## src/rtl/hst_pkg.sv

```systemverilog
package hst_pkg;
  localparam int unsigned PC_W    = 32;
  localparam int unsigned SET_N   = 8;
  localparam int unsigned WAY_N   = 4;
  localparam int unsigned MC_W    = 3;
  localparam int unsigned SKIP_W  = 4;
  localparam int unsigned TBL_N   = 12;
  localparam int unsigned IDX_LSB = 2;

  localparam int unsigned SET_W = $clog2(SET_N);
  localparam int unsigned WAY_W = $clog2(WAY_N);
  localparam int unsigned TBL_W = $clog2(TBL_N);
  localparam int unsigned TAG_W = PC_W - IDX_LSB - SET_W;

  typedef struct packed {
    logic              vld;
    logic [TAG_W-1:0]  tag;
    logic [MC_W-1:0]   mc;
    logic [SKIP_W-1:0] skip;
  } hst_entry_t;
endpackage

```

## src/rtl/hst_way_search.sv

```systemverilog
module hst_way_search
  import hst_pkg::*;
(
  input  hst_entry_t [WAY_N-1:0] row_i,
  input  logic [TAG_W-1:0]       tag_i,
  output logic                   hit_o,
  output logic [WAY_W-1:0]       hit_way_o,
  output logic [WAY_W-1:0]       vict_way_o
);
  logic [MC_W:0] best_key;

  always_comb begin
    hit_o     = 1'b0;
    hit_way_o = '0;
    for (int w = 0; w < int'(WAY_N); w++) begin
      if (!hit_o && row_i[w].vld && row_i[w].tag == tag_i) begin
        hit_o     = 1'b1;
        hit_way_o = WAY_W'(w);
      end
    end
  end

  // invalid ways sort below any valid way; strict compare keeps lowest way on ties
  always_comb begin
    best_key   = {row_i[0].vld, row_i[0].mc};
    vict_way_o = '0;
    for (int w = 1; w < int'(WAY_N); w++) begin
      if ({row_i[w].vld, row_i[w].mc} < best_key) begin
        best_key   = {row_i[w].vld, row_i[w].mc};
        vict_way_o = WAY_W'(w);
      end
    end
  end
endmodule

```

## src/rtl/hst_select.sv

```systemverilog
module hst_select
  import hst_pkg::*;
(
  input  logic [TBL_N-1:0]  match_i,
  input  logic [SKIP_W-1:0] skip_i,
  output logic              sel_valid_o,
  output logic [TBL_W-1:0]  sel_o
);
  logic             found;
  logic [TBL_W-1:0] pick;
  logic [TBL_W-1:0] lowest;
  int unsigned      seen;

  always_comb begin
    found  = 1'b0;
    pick   = '0;
    lowest = '0;
    seen   = 0;
    for (int i = int'(TBL_N) - 1; i >= 0; i--) begin
      if (match_i[i]) begin
        if (!found && seen == int'(skip_i)) begin
          found = 1'b1;
          pick  = TBL_W'(i);
        end
        seen   = seen + 1;
        lowest = TBL_W'(i);
      end
    end
  end

  assign sel_valid_o = |match_i;
  assign sel_o       = found ? pick : lowest;
endmodule

```

## src/rtl/hist_skip_table.sv

```systemverilog
module hist_skip_table
  import hst_pkg::*;
(
  input  logic              clk_i,
  input  logic              rst_ni,
  input  logic [PC_W-1:0]   lk_pc_i,
  input  logic [TBL_N-1:0]  lk_match_i,
  output logic              lk_hit_o,
  output logic [SKIP_W-1:0] lk_skip_o,
  output logic [MC_W-1:0]   lk_cnt_o,
  output logic              lk_sel_valid_o,
  output logic [TBL_W-1:0]  lk_sel_o,
  input  logic              upd_valid_i,
  input  logic [PC_W-1:0]   upd_pc_i,
  input  logic              upd_miss_i
);
  hst_entry_t [WAY_N-1:0] rows [SET_N];

  logic [SET_W-1:0] lk_set, up_set;
  logic [TAG_W-1:0] lk_tag, up_tag;
  logic             lk_hit, up_hit;
  logic [WAY_W-1:0] lk_way, up_way, up_vict, lk_vict_unused;
  hst_entry_t       lk_ent;

  assign lk_set = lk_pc_i[IDX_LSB +: SET_W];
  assign lk_tag = lk_pc_i[PC_W-1 -: TAG_W];
  assign up_set = upd_pc_i[IDX_LSB +: SET_W];
  assign up_tag = upd_pc_i[PC_W-1 -: TAG_W];

  hst_way_search u_lk_search (
    .row_i      (rows[lk_set]),
    .tag_i      (lk_tag),
    .hit_o      (lk_hit),
    .hit_way_o  (lk_way),
    .vict_way_o (lk_vict_unused)
  );

  hst_way_search u_up_search (
    .row_i      (rows[up_set]),
    .tag_i      (up_tag),
    .hit_o      (up_hit),
    .hit_way_o  (up_way),
    .vict_way_o (up_vict)
  );

  assign lk_ent    = rows[lk_set][lk_way];
  assign lk_hit_o  = lk_hit;
  assign lk_skip_o = lk_hit ? lk_ent.skip : '0;
  assign lk_cnt_o  = lk_hit ? lk_ent.mc   : '0;

  hst_select u_select (
    .match_i     (lk_match_i),
    .skip_i      (lk_skip_o),
    .sel_valid_o (lk_sel_valid_o),
    .sel_o       (lk_sel_o)
  );

  for (genvar s = 0; s < int'(SET_N); s++) begin : g_set
    hst_entry_t [WAY_N-1:0] row_q;
    logic                   wr_en;

    assign wr_en   = upd_valid_i && (up_set == SET_W'(s));
    assign rows[s] = row_q;

    always_ff @(posedge clk_i or negedge rst_ni) begin
      if (!rst_ni) begin
        row_q <= '0;
      end else if (wr_en) begin
        if (up_hit) begin
          if (upd_miss_i) begin
            if (row_q[up_way].mc != '1)   row_q[up_way].mc   <= row_q[up_way].mc + 1'b1;
            if (row_q[up_way].skip != '1) row_q[up_way].skip <= row_q[up_way].skip + 1'b1;
          end else if (row_q[up_way].mc != '0) begin
            row_q[up_way].mc <= row_q[up_way].mc - 1'b1;
          end
        end else if (upd_miss_i) begin
          row_q[up_vict].vld  <= 1'b1;
          row_q[up_vict].tag  <= up_tag;
          row_q[up_vict].mc   <= MC_W'(1);
          row_q[up_vict].skip <= SKIP_W'(1);
        end
      end
    end
  end
endmodule

```

## config.mk

```make
export PLATFORM = sky130hd
export DESIGN_NAME = hist_skip_table
export DESIGN_NICKNAME = d
export VERILOG_FILES = /design/src/rtl/hst_pkg.sv /design/src/rtl/hst_way_search.sv /design/src/rtl/hst_select.sv /design/src/rtl/hist_skip_table.sv
export SDC_FILE = /design/constraint.sdc
export NUM_CORES = 2
export LEC_CHECK = 0
export BUFFER_PORTS_ARGS = -buffer_cell sky130_fd_sc_hd__buf_4
export CAP_MARGIN = 40
export CORE_MARGIN = 1
export CORE_UTILIZATION = 54
export CTS_BUF_LIST = sky130_fd_sc_hd__clkbuf_2
export CTS_CLUSTER_DIAMETER = 30
export DETAILED_ROUTE_END_ITERATION = 8
export GPL_ROUTABILITY_DRIVEN = 0
export PLACE_DENSITY = 0.7
export REMOVE_ABC_BUFFERS = 1
export SYNTH_ARGS = -nofsm -noshare
export SYNTH_HDL_FRONTEND = slang
export SYNTH_SLANG_ARGS = --single-unit
```

## constraint.sdc

```tcl
create_clock -name clk_i -period 12 [get_ports clk_i]
set_input_delay 1.8 -clock clk_i [delete_from_list [all_inputs] [get_ports clk_i]]
set_output_delay 1.8 -clock clk_i [all_outputs]
set_load 0.01 [all_outputs]
```

==> implementation parameters <==
Parameter                              Value

Detailed routing
  Remaining DRCs ... 0
  Avg WL per Cell ... between 20 and 30 um
  Number of design-rule violations left by the first detailed-router iteration ... 5426
  Routed wire length ... 217 mm
  Vias ... around 50000
  Mean number of vias per cell ... a little under 7
  Detailed-router iteration count before antenna repair ... 6
  Final antenna-violating net count ... 0

Global route
  Remaining global-route overflow ... 0
  Vias in the first global route ... ~51000
  Total GRT Usage ... 0.348
  Global-route wire length before repair ... around 330 mm
  Number of antenna violations at the first check in global routing ... 7
  Maximum number of pins on one net before global-route repair ... between 150 and 200

Critical path
  Maximum fanout encountered on the critical timing path ... 62
  Setup slack of the most critical reg-to-reg path ... 4280 ps
  Reg2Reg Depth ... 23
  Class of the most critical setup path ... input port to primary output
  Element type at the critical path start ... input port
  Worst setup path start ... lk_pc_i[2]
  Critical Path RT ... 10200 ps
  Crit path to ... lk_sel_o[1]
  Kind of end point of the critical path ... primary output
  Data arrival time of the critical path ... 8000 ps
  Worst flop-to-flop path startpoint ... g_set[5].row_q[34]$_DFFE_PN0P_
  Reg-to-Reg End ... g_set[7].row_q[94]$_DFFE_PN0P_

Timing
  Total negative slack for setup checks ... 0 ps
  Time the worst path needs with I/O delays and setup ... 9800 ps
  Total setup violations reported at the end of the flow ... 0
  Setup skew after layout ... 195 ps
  Measured slew at the worst slew-check pin ... 1170 ps
  Peak clock frequency supported by timing ... around 100 MHz
  Final count of hold timing violations ... 0
  Final count of pins violating max slew ... 0
  Slew Limit Headroom ... 0.222
  Smallest setup slack after layout ... roughly 2200 ps
  Unrepaired setup endpoints after global routing ... no
  Final Cycle Share ... 0.816

Logic synthesis
  Number of warnings issued by yosys ... 0
  Number of cells produced by synthesis ... approximately 5400
  Number of synthesized flops with an enable pin ... 0
  List of most frequent post-synthesis cells ... 1120 x dfrtp_1, 910 x mux2_2, 424 x mux4_2, 394 x mux2i_1, 251 x nand2_1
  Fraction of registers with async set or reset after synthesis ... 1.00
  Count of state elements after synthesis ... 1120
  Area fraction of the dominant cell type after synthesis ... 0.419
  Synth Cell Area ... about 67000 um^2
  Most common flop cell mapped by yosys ... dfrtp_1
  Area leader, netlist ... dfrtp_1
  Leading cell type by number of instances after synthesis ... dfrtp_1
  Count of unique library cells instantiated by Yosys ... ~90
  Mean area per synthesized cell ... 12.5 um^2
  Top cells by area, synth ... dfrtp_1 42%, mux2_2 15%, mux4_2 14%
  Register area share after synthesis ... 0.419

Placement
  Worst setup timing slack at the placement stage ... between 2000 and 2500 ps
  Final HPWL DP ... 144 mm
  Quantity of I/O buffers inserted on ports ... 88

Finish
  Filler cell count in the final layout ... about 10000
  Flip-flop count of the largest register after layout ... about 1100
  Area of the multi-input gates ... 36800 um^2
  Register ranked first by flip-flop count ... g_set.row_q
  Post-layout nets ... 5657
  Largest regs ... g_set.row_q x1120
  Proportion of layout cells with a drive suffix above 1 ... 0.382
  Storage cell area ... 28000 um^2
  Area grow syn2layout ... 7.79%

Clock tree
  Clock tree from TritonCTS ... built
  Clock slew seen by the registers of the worst setup and hold paths ... approximately 110 ps
  Cts bufs inserted ... between 300 and 400
  Clock latency on the worst-skew pair ... ~1700 ps
  Clk Tree Root Cell ... clkbuf_2
  Clock tree sinks ... roughly 1100
  Post-CTS setup buffers ... 0
  Post-cts sizing count ... 0
  Max Root-Sink Buffers ... 4
  Post-cts hold buffer count ... 0
  H-tree depth ... 5

Power
  Design Power ... ~13000 uW
  Maximum vdd drop ... approximately 0.16 mV
  Power per unit of standard cell area ... 179 nW/um^2
  Pleak ... 0.0330 uW

Hold path
  Worst min-delay path class ... input port to asynchronous set/reset pin

Status
  Run status ... complete, no violations

Floorplan
  Area enclosed by the die boundary ... around 130000 um^2
  IO Count ... 93
  Vertical extent of the die ... around 350 um
  Initial standard-cell utilization of the core ... 0.547
  Core Area ... around 120000 um^2
  FP Rows ... approximately 130
  Die width ... 354 um

Job
  Max capacitance violation total ... 0
-- metal layers --
| metal | GRT usage | vias to the layer above | routed length (um) |
|---|---|---|---|
| met5 | 0 | - | 17 |
| met4 | 0.201 | 2 | 13200 |
| met3 | 0.0939 | 650 | 22900 |
| met2 | 0.527 | 2747 | 98000 |
| met1 | 0.451 | 25600 | 83000 |
| li1 | - | 20800 | - |
-- how the worst min path moves through the flow --
stage          slack, ps                       startpoint                               to
2_1_floorplan        450  g_set[2].row_q[139]$_DFFE_PN0P_  g_set[2].row_q[139]$_DFFE_PN0P_
3_3_place_gp         470  g_set[3].row_q[139]$_DFFE_PN0P_  g_set[3].row_q[139]$_DFFE_PN0P_
3_5_place_dp         470  g_set[0].row_q[139]$_DFFE_PN0P_  g_set[0].row_q[139]$_DFFE_PN0P_
4_1_cts              150                           rst_ni   g_set[2].row_q[37]$_DFFE_PN0P_
5_1_grt              200                           rst_ni    g_set[3].row_q[0]$_DFFE_PN0P_
6_report             210                           rst_ni    g_set[3].row_q[0]$_DFFE_PN0P_
-- cells in the final DEF, fill, tap and decap left out, types with 28 or more instances in the layout --
cell,synthesis,layout
or2_2,47,47
nor2_1,222,195
mux4_2,424,424
nand3_1,69,69
nand3b_1,28,28
buf_4,32,209
mux2_2,910,910
xnor2_1,158,158
nand2_1,251,251
a22oi_1,87,87
clkbuf_2,0,445
inv_1,100,100
nor4_1,77,76
o21a_1,30,30
nand4_1,63,63
a21oi_1,73,73
nor2_4,0,32
ha_1,62,62
o21ai_0,159,159
mux2i_1,394,394
xor2_1,62,62
o31ai_1,45,45
nor3_1,65,65
clkinv_1,1,50
o22ai_1,66,66
dfrtp_1,1120,1120
a22o_1,76,76
-- stage by stage --
step,std cells,hold slack [ps],area (um^2),utilization
6_report,7355,212,72200,0.590
5_1_grt,7349,202,72200,0.590
4_1_cts,7343,150,72200,0.590
3_3_place_gp,6794,466,69200,0.565
3_5_place_dp,6816,474,69500,0.568
2_1_floorplan,4944,452,65000,-
-- power by group --
| part | leakage [uW] | switching [uW] | internal (uW) |
|---|---|---|---|
| registers | 0.0151 | 880 | 4900 |
| logic | 0.0159 | 2170 | 2280 |
| clock network | 0.00209 | 1660 | 1060 |
-- kinds of logic (layout without fill, tap and decap cells) --
family / count (synthesis) / in the layout / synth area share
buffers and inverters: 526 / 876 / 0.0356
DFF: 1120 / 1120 / 0.419
xor gates and xnor gates: 222 / 222 / 0.0294
other: 0 / 12 / 0
muxes: 1729 / 1729 / 0.355
AOI/OAI and AO/OA: 719 / 719 / 0.0751
and+or+nand+nor: 989 / 989 / 0.0747
adders and majority gates: 63 / 63 / 0.0117
-- worst max-delay path: stages --
cell and delay, ps:
buf_8 500, buf_12 370, buf_12 350, mux4_2 550, mux2i_1 350, xor2_1 260
nand4_1 120, nor4bb_1 540, buf_4 280, nand4_1 370, nor3b_1 340, o311ai_1 190
o21ai_1 390, mux2i_1 260, a211oi_1 90, or4_1 570, and2_1 230, o2bb2ai_1 170
buf_4 170
-- final cells by class --
cell class                      instances  area share
Multi-Input combinational cell       3722       0.510
Clock buffer                          445      0.0309
Sequential cell                      1120       0.388
Inverter                              102     0.00537
Timing Repair Buffer                  247      0.0308
Antenna cell                           12    0.000416
Clock inverter                         82     0.00588
Tap cell                             1625      0.0282
Note: power is estimated with default switching activity, not from simulation.
